$ cat config.mk
export PLATFORM = sky130hd
export DESIGN_NAME = wdog_oneshot
export DESIGN_NICKNAME = d
export VERILOG_FILES = /design/src/rtl/wdog_pkg.sv /design/src/rtl/wdog_keyseq.sv /design/src/rtl/wdog_count.sv /design/src/rtl/wdog_stretch.sv /design/src/rtl/wdog_oneshot.sv
export SDC_FILE = /design/constraint.sdc
export NUM_CORES = 1
export LEC_CHECK = 0
export BUFFER_PORTS_ARGS = -buffer_cell sky130_fd_sc_hd__buf_4
export CAP_MARGIN = 20
export CORE_MARGIN = 10
export CORE_UTILIZATION = 56
export DETAILED_ROUTE_END_ITERATION = 10
export PLACE_DENSITY = 0.84
export REMOVE_ABC_BUFFERS = 1
export SLEW_MARGIN = 20
export SYNTH_ARGS = -nofsm -noshare
export SYNTH_HDL_FRONTEND = slang
export SYNTH_SLANG_ARGS = --single-unit
$ cat constraint.sdc
create_clock -name clk -period 2.4 [get_ports clk]
set_clock_uncertainty 0.1 [all_clocks]
set_input_delay 0.12 -clock clk [delete_from_list [all_inputs] [get_ports clk]]
set_output_delay 0.12 -clock clk [all_outputs]
set_load 0.1 [all_outputs]
$ cat src/rtl/wdog_pkg.sv
package wdog_pkg;

    typedef enum logic {
        KEY_IDLE = 1'b0,
        KEY_HALF = 1'b1
    } key_st_e;

    localparam int unsigned DEF_CNT_W     = 14;
    localparam int unsigned DEF_PULSE_LEN = 98;
    localparam logic [7:0]  DEF_KEY_ADDR  = 8'hA6;
    localparam logic [7:0]  DEF_KEY_FIRST = 8'h1E;
    localparam logic [7:0]  DEF_KEY_LAST  = 8'hE1;

endpackage

$ cat src/rtl/wdog_keyseq.sv
module wdog_keyseq
    import wdog_pkg::*;
#(
    parameter int unsigned ADDR_W = 8,
    parameter int unsigned DATA_W = 8,
    parameter logic [ADDR_W-1:0] KEY_ADDR  = DEF_KEY_ADDR,
    parameter logic [DATA_W-1:0] KEY_FIRST = DEF_KEY_FIRST,
    parameter logic [DATA_W-1:0] KEY_LAST  = DEF_KEY_LAST
) (
    input  logic              clk,
    input  logic              rst_n,
    input  logic              flush,
    input  logic              we,
    input  logic [ADDR_W-1:0] addr,
    input  logic [DATA_W-1:0] wdata,
    output logic              key_ok
);

    typedef struct packed {
        key_st_e st;
    } key_state_t;

    key_state_t st_d, st_q;
    logic       hit_addr;

    always_comb begin
        hit_addr = we && (addr == KEY_ADDR);
        key_ok   = hit_addr && (wdata == KEY_LAST) && (st_q.st == KEY_HALF) && !flush;
        st_d     = st_q;
        if (flush) begin
            st_d.st = KEY_IDLE;
        end else if (hit_addr) begin
            st_d.st = (wdata == KEY_FIRST) ? KEY_HALF : KEY_IDLE;
        end
    end

    always_ff @(posedge clk or negedge rst_n) begin
        if (!rst_n) begin
            st_q <= '{st: KEY_IDLE};
        end else begin
            st_q <= st_d;
        end
    end

endmodule

$ cat src/rtl/wdog_count.sv
module wdog_count #(
    parameter int unsigned CNT_W = 14
) (
    input  logic clk,
    input  logic rst_n,
    input  logic restart,
    input  logic tick,
    output logic armed,
    output logic ovf
);

    typedef struct packed {
        logic             armed;
        logic [CNT_W-1:0] cnt;
    } cnt_state_t;

    cnt_state_t s_d, s_q;

    always_comb begin
        ovf = s_q.armed && tick && (&s_q.cnt);
        s_d = s_q;
        if (ovf) begin
            s_d.armed = 1'b0;
            s_d.cnt   = '0;
        end else if (restart) begin
            s_d.armed = 1'b1;
            s_d.cnt   = '0;
        end else if (s_q.armed && tick) begin
            s_d.cnt   = s_q.cnt + CNT_W'(1);
        end
    end

    always_ff @(posedge clk or negedge rst_n) begin
        if (!rst_n) begin
            s_q <= '0;
        end else begin
            s_q <= s_d;
        end
    end

    assign armed = s_q.armed;

endmodule

$ cat src/rtl/wdog_stretch.sv
module wdog_stretch #(
    parameter int unsigned PULSE_LEN = 98
) (
    input  logic clk,
    input  logic rst_n,
    input  logic fire,
    output logic pulse
);

    localparam int unsigned LW = (PULSE_LEN > 2) ? $clog2(PULSE_LEN) : 1;

    typedef struct packed {
        logic          on;
        logic [LW-1:0] left;
    } str_state_t;

    str_state_t s_d, s_q;

    always_comb begin
        s_d = s_q;
        if (fire) begin
            s_d.on   = 1'b1;
            s_d.left = LW'(PULSE_LEN - 1);
        end else if (s_q.on) begin
            if (s_q.left == '0) begin
                s_d.on = 1'b0;
            end else begin
                s_d.left = s_q.left - LW'(1);
            end
        end
    end

    always_ff @(posedge clk or negedge rst_n) begin
        if (!rst_n) begin
            s_q <= '0;
        end else begin
            s_q <= s_d;
        end
    end

    assign pulse = s_q.on;

endmodule

$ cat src/rtl/wdog_oneshot.sv
module wdog_oneshot
    import wdog_pkg::*;
#(
    parameter int unsigned CNT_W     = DEF_CNT_W,
    parameter int unsigned PULSE_LEN = DEF_PULSE_LEN,
    parameter int unsigned ADDR_W    = 8,
    parameter int unsigned DATA_W    = 8,
    parameter logic [ADDR_W-1:0] KEY_ADDR  = DEF_KEY_ADDR,
    parameter logic [DATA_W-1:0] KEY_FIRST = DEF_KEY_FIRST,
    parameter logic [DATA_W-1:0] KEY_LAST  = DEF_KEY_LAST
) (
    input  logic              clk,
    input  logic              rst_n,
    input  logic              mc_en,
    input  logic              sfr_we,
    input  logic [ADDR_W-1:0] sfr_addr,
    input  logic [DATA_W-1:0] sfr_wdata,
    output logic              wdt_rst_o
);

    logic key_ok;
    logic armed;
    logic ovf;

    wdog_keyseq #(
        .ADDR_W   (ADDR_W),
        .DATA_W   (DATA_W),
        .KEY_ADDR (KEY_ADDR),
        .KEY_FIRST(KEY_FIRST),
        .KEY_LAST (KEY_LAST)
    ) u_key (
        .clk   (clk),
        .rst_n (rst_n),
        .flush (wdt_rst_o),
        .we    (sfr_we),
        .addr  (sfr_addr),
        .wdata (sfr_wdata),
        .key_ok(key_ok)
    );

    wdog_count #(
        .CNT_W(CNT_W)
    ) u_cnt (
        .clk    (clk),
        .rst_n  (rst_n),
        .restart(key_ok),
        .tick   (mc_en),
        .armed  (armed),
        .ovf    (ovf)
    );

    wdog_stretch #(
        .PULSE_LEN(PULSE_LEN)
    ) u_str (
        .clk  (clk),
        .rst_n(rst_n),
        .fire (ovf),
        .pulse(wdt_rst_o)
    );

endmodule

==> results of run 1 <==
[routing by layer]
layer	up-vias	global-route usage, %	part of all wire [%]
met2	46	19.9	47
li1	569	-	-
met1	568	15.5	46
met5	-	0	0
met3	8	2.54	5.3
met4	0	4.39	1.7
[cell usage after synthesis, drive strengths merged]
library cell  number
dfrtp             24
o2111ai            2
or4                6
nor4bb             1
o21a               2
xor2               6
xnor2              4
nand2b             2
nand4b             1
o21ai              5
nand2             13
or2                1
inv                4
a31oi              1
or4b               2
buf                2
nand3              6
and4               1
o31ai              1
ha                 3
or3                3
o32ai              3
nand4              6
nor3               3
clkbuf             3
nor3b              2
a21oi              8
nor2              14
o211ai             5
and2               1
a211oi             1
nor4               4
a311oi             1
[through the flow]
step                      hold slack [ns]  total power, mW  utilization, %
after floorplan                    -0.276            0.415               -
after global placement            -0.0698            0.448            64.1
after detailed placement          -0.0651            0.449            64.1
after CTS                          0.0540            0.735            66.7
after global routing               0.0481            0.758            66.7
final                              0.0553            0.733            66.7
[registers in the layout, summed over array words and instances (netlist names)]
name         count
u_cnt.s_q       14
u_cnt.armed      1
u_str.s_q        7
u_key.st_q       1
u_str.pulse      1
[cells by family after synthesis]
family | count (synthesis) | synth area share, %
AND/OR/NAND/NOR | 66 | 30.4
AO/OA/AOI/OAI | 29 | 14.7
flip-flops | 24 | 42.4
XOR/XNOR | 10 | 6.19
buffers and inverters | 9 | 3.62
adder cells (fa/ha/maj) | 3 | 2.65
[layout make-up]
cell class / count / area, um^2
fill: 184 / 818
tap: 30 / 37.5
clock buffer: 3 / 22.5
multi-input combinational: 108 / 763
inverter: 4 / 15.0
timing repair buffer: 22 / 168
sequential: 24 / 601
clock inverter: 1 / 30.0
[worst max-delay path by stage]
stage | start | endpoint | slack, ns | depth (start not counted)
floorplan | u_str.pulse$_DFF_PN0_ | u_cnt.s_q[3]$_DFFE_PN0P_ | 0.37 | 3
detailed placement | u_cnt.s_q[0]$_DFFE_PN0P_ | u_cnt.s_q[9]$_DFFE_PN0P_ | 0.29 | 5
CTS | u_cnt.s_q[0]$_DFFE_PN0P_ | u_cnt.s_q[7]$_DFFE_PN0P_ | 0.28 | 5
global route | u_cnt.s_q[0]$_DFFE_PN0P_ | u_cnt.s_q[7]$_DFFE_PN0P_ | 0.14 | 5
finish | u_cnt.s_q[0]$_DFFE_PN0P_ | u_cnt.s_q[3]$_DFFE_PN0P_ | 0.25 | 5
global placement | u_cnt.s_q[0]$_DFFE_PN0P_ | u_cnt.s_q[7]$_DFFE_PN0P_ | 0.35 | 5
[report_power, final]
group | leakage [nW] | internal [mW] | switching, mW
Sequential | 0.299 | 0.404 | 0.00000618
Clock | 0.0279 | 0.169 | 0.122
Combinational | 0.352 | 0.0230 | 0.0146
Total | 0.679 | 0.596 | 0.137
[worst max-delay path, cell delays in order (launching register included)]
cell                      delay (ns)
sky130_fd_sc_hd__dfrtp_1        0.40
sky130_fd_sc_hd__ha_1           0.21
sky130_fd_sc_hd__nand4_2        0.21
sky130_fd_sc_hd__or4_1          0.80
sky130_fd_sc_hd__a21oi_1        0.22
sky130_fd_sc_hd__o32ai_1        0.10
==> run summary, run 1 <==
The logs give 2.25 ns for the arrival time of the worst setup path and 187 for the number of instances in the placed design. The fmax is 0.465 GHz, and the final net count is 186. The depth of the most critical reg-to-reg path is 5. At the placement stage, the worst setup path has a slack of 0.294 ns. In the layout the commonest cells are sky130_fd_sc_hd__dfrtp_1, sky130_fd_sc_hd__buf_4, sky130_fd_sc_hd__nand2_1, sky130_fd_sc_hd__nor2_1.

The tools report the count of cells resized by post-cts repair as 0. By area the synthesized netlist is led by sky130_fd_sc_hd__dfrtp_1, sky130_fd_sc_hd__xor2_1, sky130_fd_sc_hd__nand2_1, sky130_fd_sc_hd__ha_1, sky130_fd_sc_hd__or4_1. Via count of the first global-routing pass: 1197. Setup violations remaining at the end of the flow were counted as 0. STA classifies the critical path startpoint as a flip-flop. The path with the worst hold slack has its endpoint at u_key.st_q$_DFFE_PN0P_. At the pin with the least slew margin, the transition time is 0.425 ns.

The total global routing overflow is 0, and the number of buffers inserted by post-CTS setup repair is 0. The wire length per cell was 15.9 um. The run gives 1 as the number of hold buffers added after CTS.

The clock net in this run drives a total of 24 sinks. The run gives 0 as the number of max-slew violations in the final report. Measured along the y axis, the die boundary spans 70.3 um. The area overhead of the layout relative to synthesis came out at 15.6%.

The critical path endpoint category is a flip-flop. Leakage component of the power: 0.679 nW. Register clock-pin slew on the reported worst setup and hold paths: 0.14 ns. After synthesis the netlist holds a flip-flop and latch count of 24.

The overall die width was 70.3 um; the starting utilization of the core area was 57.6%. Dividing the final minimum period by the clock period gives 89.5%. Setup repair after global routing left no endpoint under its margin. Counting distinct cell types in the post-synthesis netlist gives 44. Dividing the detail-routed via count by the number of cells gives 6.20.

The post-synthesis instance area was 1420 um^2; the count of antenna diodes in the layout was 0. The hold path startpoint is sfr_wdata[0]. The number of buffers inserted during clock tree synthesis is 3, and the worst setup slack for register-to-register paths is 0.25 ns. The path class of the tightest hold or removal check is in -> reg.

Clock latency on the worst-skew pair, taken at its later pin, is 0.31 ns. The aggregate global-route resource usage is 12.2%. The run gives 42.4% as the post-synthesis sequential area ratio. Total wire length: 3050 um. The tools report the remaining number of nets flagged by the antenna check after routing as 0. The tools report the startpoint of the worst register-to-register path as u_cnt.s_q[0]$_DFFE_PN0P_. The floorplan step defined a die boundary enclosing 4940 um^2.

The tools report the post-layout instance area as 1640 um^2. For this run, the number of Yosys warnings is 0. For the setup TNS after final layout, the log shows 0 ns.

The tools report the number of search-and-repair iterations in the first detailed-routing pass as 4. The detailed router's first-iteration violation count was 98. The run finished with clean final reports. The clock period minus final worst setup slack was 2.15 ns. The number of H-tree branching levels came out at 1. In this run the worst path has a maximum fanout of 12.

The fraction of layout cells with a size suffix above 1 came out at 25.3%. The tools report the non-filler instance count after layout as 192. The final number of hold-violating endpoints came out at 0. Once placement finished, the instance area stood at 1570 um^2. The run gives 0.893 as the weighted congestion reported at the end of routability-driven placement. Measured against its own limit, the worst slew margin works out to 71.7%. VDD sags by at most 0.488 mV. Entering global routing, the biggest net connects 25 pins. After detailed routing, the number of remaining DRC violations is 0. The placeable core region was 2450 um^2. The top cell type by total area after synthesis is sky130_fd_sc_hd__dfrtp_1. In this run the deepest clock path goes through 2 buffers.

The required arrival time at the worst endpoint was 2.50 ns; the portion of synthesized cell area occupied by the leading cell type was 42.4%. The max-capacitance violation count is 0, and the per-instance average area after synthesis is 10.0 um^2. The gate count of the mapped netlist is 141.

The number of antenna violations at the first check in global routing came out at 0. The quantity of I/O buffers inserted on ports came out at 20. In this run the critical register-to-register path is captured at u_cnt.s_q[3]$_DFFE_PN0P_. Leaving out fill and tap cells, the most frequent cell in the layout is sky130_fd_sc_hd__dfrtp_1. The logs give 0.252 ns for the worst-case setup margin in the final layout and 1191 for the total via count after detailed routing.

The critical path in this run is classified as reg -> reg. The tools report the number of top-level pins as 21. The cell chosen for the clock root was sky130_fd_sc_hd__clkbuf_4. TritonCTS built the clock tree.

Dividing total power by cell area gives a power density of 448 nW/um^2. The hold-critical path depth works out to 4. The floorplan has 18 rows. The first-pass GRT wire length was 5200 um. Summed over all nets, the half-perimeter wirelength after detailed placement is 2310 um.
Power figures use the tool's default switching activity.
==> run 2, diff against run 1 <==
SETUP_SLACK_MARGIN = 0.3   (was unset)
==> run summary, run 2 (same netlist as run 1, synthesis figures left out) <==
The flow ran to the end, and the final reports show no timing, DRC or antenna violations. The number of H-tree branching levels was 1 (unchanged). The max-capacitance violation count was 0 (unchanged); the logic gate share of total power was 5.1% (about the same). First-pass GRT wire length: 5230 um (+0.54%). Worst-case headroom to the max-slew limit: 73.4% (+1.7 points). The switching power of the nets is 0.137 mW (+0.47%), and the final net count is 186 (unchanged).

The logs give 0 (unchanged) for the number of antenna violations at the first check in global routing and 1199 (+0.17%) for the via count of the first global-routing pass. The HPWL after detailed placement was 2310 um (unchanged). The detailed router's first-iteration violation count came out at 77 (-21%).

The run gives 3060 um (about the same) as the total wire length. The standard-cell row count is 18 (unchanged). For the layout filler cell count, the log shows 184 (unchanged).

Most frequent standard cell in the layout excluding fill and tap cells: sky130_fd_sc_hd__dfrtp_1. The register clock-pin slew on the reported worst setup and hold paths is 0.14 ns (about the same). The largest stage delay on the critical path is 0.68 ns (-0.12 ns), and the non-filler instance count after layout is 192 (unchanged). The number of instances in the placed design was 187 (unchanged). The cell with the biggest individual delay on the critical path is sky130_fd_sc_hd__or4_4. The aggregate global-route resource usage was 12.3% (+0.058 points). The tools report the number of search-and-repair iterations in the first detailed-routing pass as 4 (unchanged). The quantity of I/O buffers inserted on ports came out at 20 (unchanged). In the final layout, the registers with the most flip-flops are u_cnt.s_q (14), u_str.s_q (7). The worst-case setup margin in the final layout is 0.420 ns (+0.168 ns).

The destination of the worst hold path was u_key.st_q$_DFFE_PN0P_. The clock insertion delay at the later pin of the skew report was 0.31 ns (about the same). Critical path endpoint category: a flip-flop. The total number of clock tree sinks came out at 24 (unchanged). The largest net degree at the start of global routing is 25 (unchanged), and the clock period minus final worst setup slack is 1.98 ns (-0.168 ns).

Traced cell by cell, the critical path runs through ha_1 -> nand4_2 -> or4_4 -> a21oi_1 -> o32ai_1. The area overhead of the layout relative to synthesis is 15.9%, and the starting utilization of the core area is 57.6% (unchanged). The kind of start point of the critical path was a flip-flop.

The placeable core region is 2450 um^2 (unchanged), and the detailed-route vias per instance is 6.22 (+0.34%). The run gives 0.681 nW (+0.24%) as the leakage component of the power. The number of buffers inserted during clock tree synthesis was 3 (unchanged); the count of antenna diodes in the layout was 0 (unchanged). The logs give 0.42 ns (+0.17 ns) for the worst setup slack for register-to-register paths and 0.596 mW (about the same) for the internal power contribution.

The total global routing overflow is 0 (unchanged). For the die area, the log shows 4940 um^2 (unchanged). The post-layout instance area was 1640 um^2 (+0.23%); the maximum fanout encountered on the critical timing path was 12 (unchanged). Setup repair after global routing left no endpoint under its margin. The depth of the most critical reg-to-reg path is 5 (unchanged). For the final number of hold-violating endpoints, the log shows 0 (unchanged).

The type of the worst setup path was reg -> reg. The power share of the sequential group came out at 55.1% (about the same). Total via count after detailed routing: 1195 (+0.34%).

The die outline height was 70.3 um (unchanged); the share of total power in the clock network was 39.7% (about the same). The tools report the arrival time of the worst setup path as 2.08 ns (-0.17 ns). The number of buffers inserted by post-CTS setup repair was 0 (unchanged); the slew of the pin with the lowest slew margin was 0.396 ns (-0.0291 ns).

The endpoint identified for the worst register-to-register timing path is u_cnt.s_q[7]$_DFFE_PN0P_. Startpoint of the worst register-to-register path: u_cnt.s_q[0]$_DFFE_PN0P_. The total power is 0.734 mW (about the same). Leaving out fill and tap cells, the most frequent cells in the layout are sky130_fd_sc_hd__dfrtp_1, sky130_fd_sc_hd__buf_4, sky130_fd_sc_hd__nand2_1, sky130_fd_sc_hd__nor2_1. For the weighted congestion reported at the end of routability-driven placement, the log shows 0.893 (unchanged). For the required arrival time at the worst endpoint, the log shows 2.50 ns (about the same). The tools report the cell area reported after detailed placement as 1570 um^2 (unchanged).

The hold-critical path depth is 4 (unchanged), and the pre-CTS setup slack is 0.294 ns (unchanged). The overall die width works out to 70.3 um (unchanged). The worst voltage drop across the vdd grid is 0.488 mV (about the same).

TritonCTS built the clock tree. Counting flops per register, the top entry is u_cnt.s_q. Net switching fraction of the power: 18.7% (+0.071 points). The number of max-slew violations in the final report was 0 (unchanged); the number of top-level pins was 21 (unchanged). The remaining number of nets flagged by the antenna check after routing is 0 (unchanged). The fraction of layout cells with a size suffix above 1 was 25.9% (+0.62 points).

The cell chosen for the clock root was sky130_fd_sc_hd__clkbuf_4. The wire length per cell is 15.9 um (about the same), and the fmax is 0.505 GHz (+8.5%). For the final-report setup violation count, the log shows 0 (unchanged). The portion of the clock cycle consumed by the worst path in the final layout was 82.5% (-7.0 points); the flip-flop count of the largest register, all copies and words added was 14 (unchanged). The power density of the placed cells was 447 nW/um^2 (-0.14%); the maximum clock path buffer count was 2 (unchanged).

The min-delay analysis places its worst path in the category in -> reg. The tools report the setup TNS after final layout as 0 ns (unchanged). The residual DRC count was 0 (unchanged). The hold path startpoint is sfr_wdata[0].
[run 2: cell count changes in the layout (fill, tap and decap cells not counted)]
cell                    change
sky130_fd_sc_hd__or4_1      -1
sky130_fd_sc_hd__or4_4      +1
[run 2: what timing repair did]
| item | 4_1_cts | 5_1_grt |
|---|---|---|
| hold buffers | 1 | 0 |
| endpoints found under the hold margin | 24 | 0 |
| endpoints found under the setup margin | 4 | 0 |
| gates resized for setup | 1 | 0 |
[run 2: cell type report]
type	instances	area [um^2]	share of cell area, %
Clock inverter	1	30.0	1.83
Sequential cell	24	601	36.6
Multi-Input combinational cell	108	767	46.8
Clock buffer	3	22.5	1.37
Timing Repair Buffer	22	168	10.2
Tap cell	30	37.5	2.29
Inverter	4	15.0	0.915
[run 2: critical path: cells and delay by family (launching register included)]
kind                     cells  cell delay (ns)
AND/OR/NAND/NOR              2             0.89
flip-flops                   1             0.40
AO/OA/AOI/OAI                2             0.26
adder cells (fa/ha/maj)      1             0.21
[run 2: worst max path at each step]
stage | startpoint | endpoint | slack, ns
6_report | u_cnt.s_q[0]$_DFFE_PN0P_ | u_cnt.s_q[7]$_DFFE_PN0P_ | 0.42
5_1_grt | u_cnt.s_q[0]$_DFFE_PN0P_ | u_cnt.s_q[7]$_DFFE_PN0P_ | 0.31
4_1_cts | u_cnt.s_q[0]$_DFFE_PN0P_ | u_cnt.s_q[7]$_DFFE_PN0P_ | 0.44
3_5_place_dp | u_cnt.s_q[0]$_DFFE_PN0P_ | u_cnt.s_q[9]$_DFFE_PN0P_ | 0.29
3_3_place_gp | u_cnt.s_q[0]$_DFFE_PN0P_ | u_cnt.s_q[7]$_DFFE_PN0P_ | 0.35
2_1_floorplan | u_str.pulse$_DFF_PN0_ | u_cnt.s_q[3]$_DFFE_PN0P_ | 0.37
[run 2: power by group through the flow]
stage | sequential [mW] | clock [mW] | combinational (mW)
3_3_place_gp | 0.412 | 0 | 0.0355
2_1_floorplan | 0.412 | 0 | 0.00327
5_1_grt | 0.405 | 0.312 | 0.0418
3_5_place_dp | 0.412 | 0 | 0.0372
4_1_cts | 0.404 | 0.292 | 0.0385
6_report | 0.404 | 0.292 | 0.0376
[run 2: through the flow]
| stage | hold slack, ns | util, % |
|---|---|---|
| global placement | -0.0698 | 64.1 |
| floorplan | -0.276 | - |
| finish | 0.0549 | 66.8 |
| global route | 0.0481 | 66.8 |
| detailed placement | -0.0651 | 64.1 |
| CTS | 0.0540 | 66.8 |
[run 2: routing by layer]
metal	vias up	wire length [um]	track usage (%)
met5	-	0	0
met4	0	23	4.39
met3	4	173	2.54
met2	46	1460	19.9
met1	576	1400	15.7
li1	569	-	-
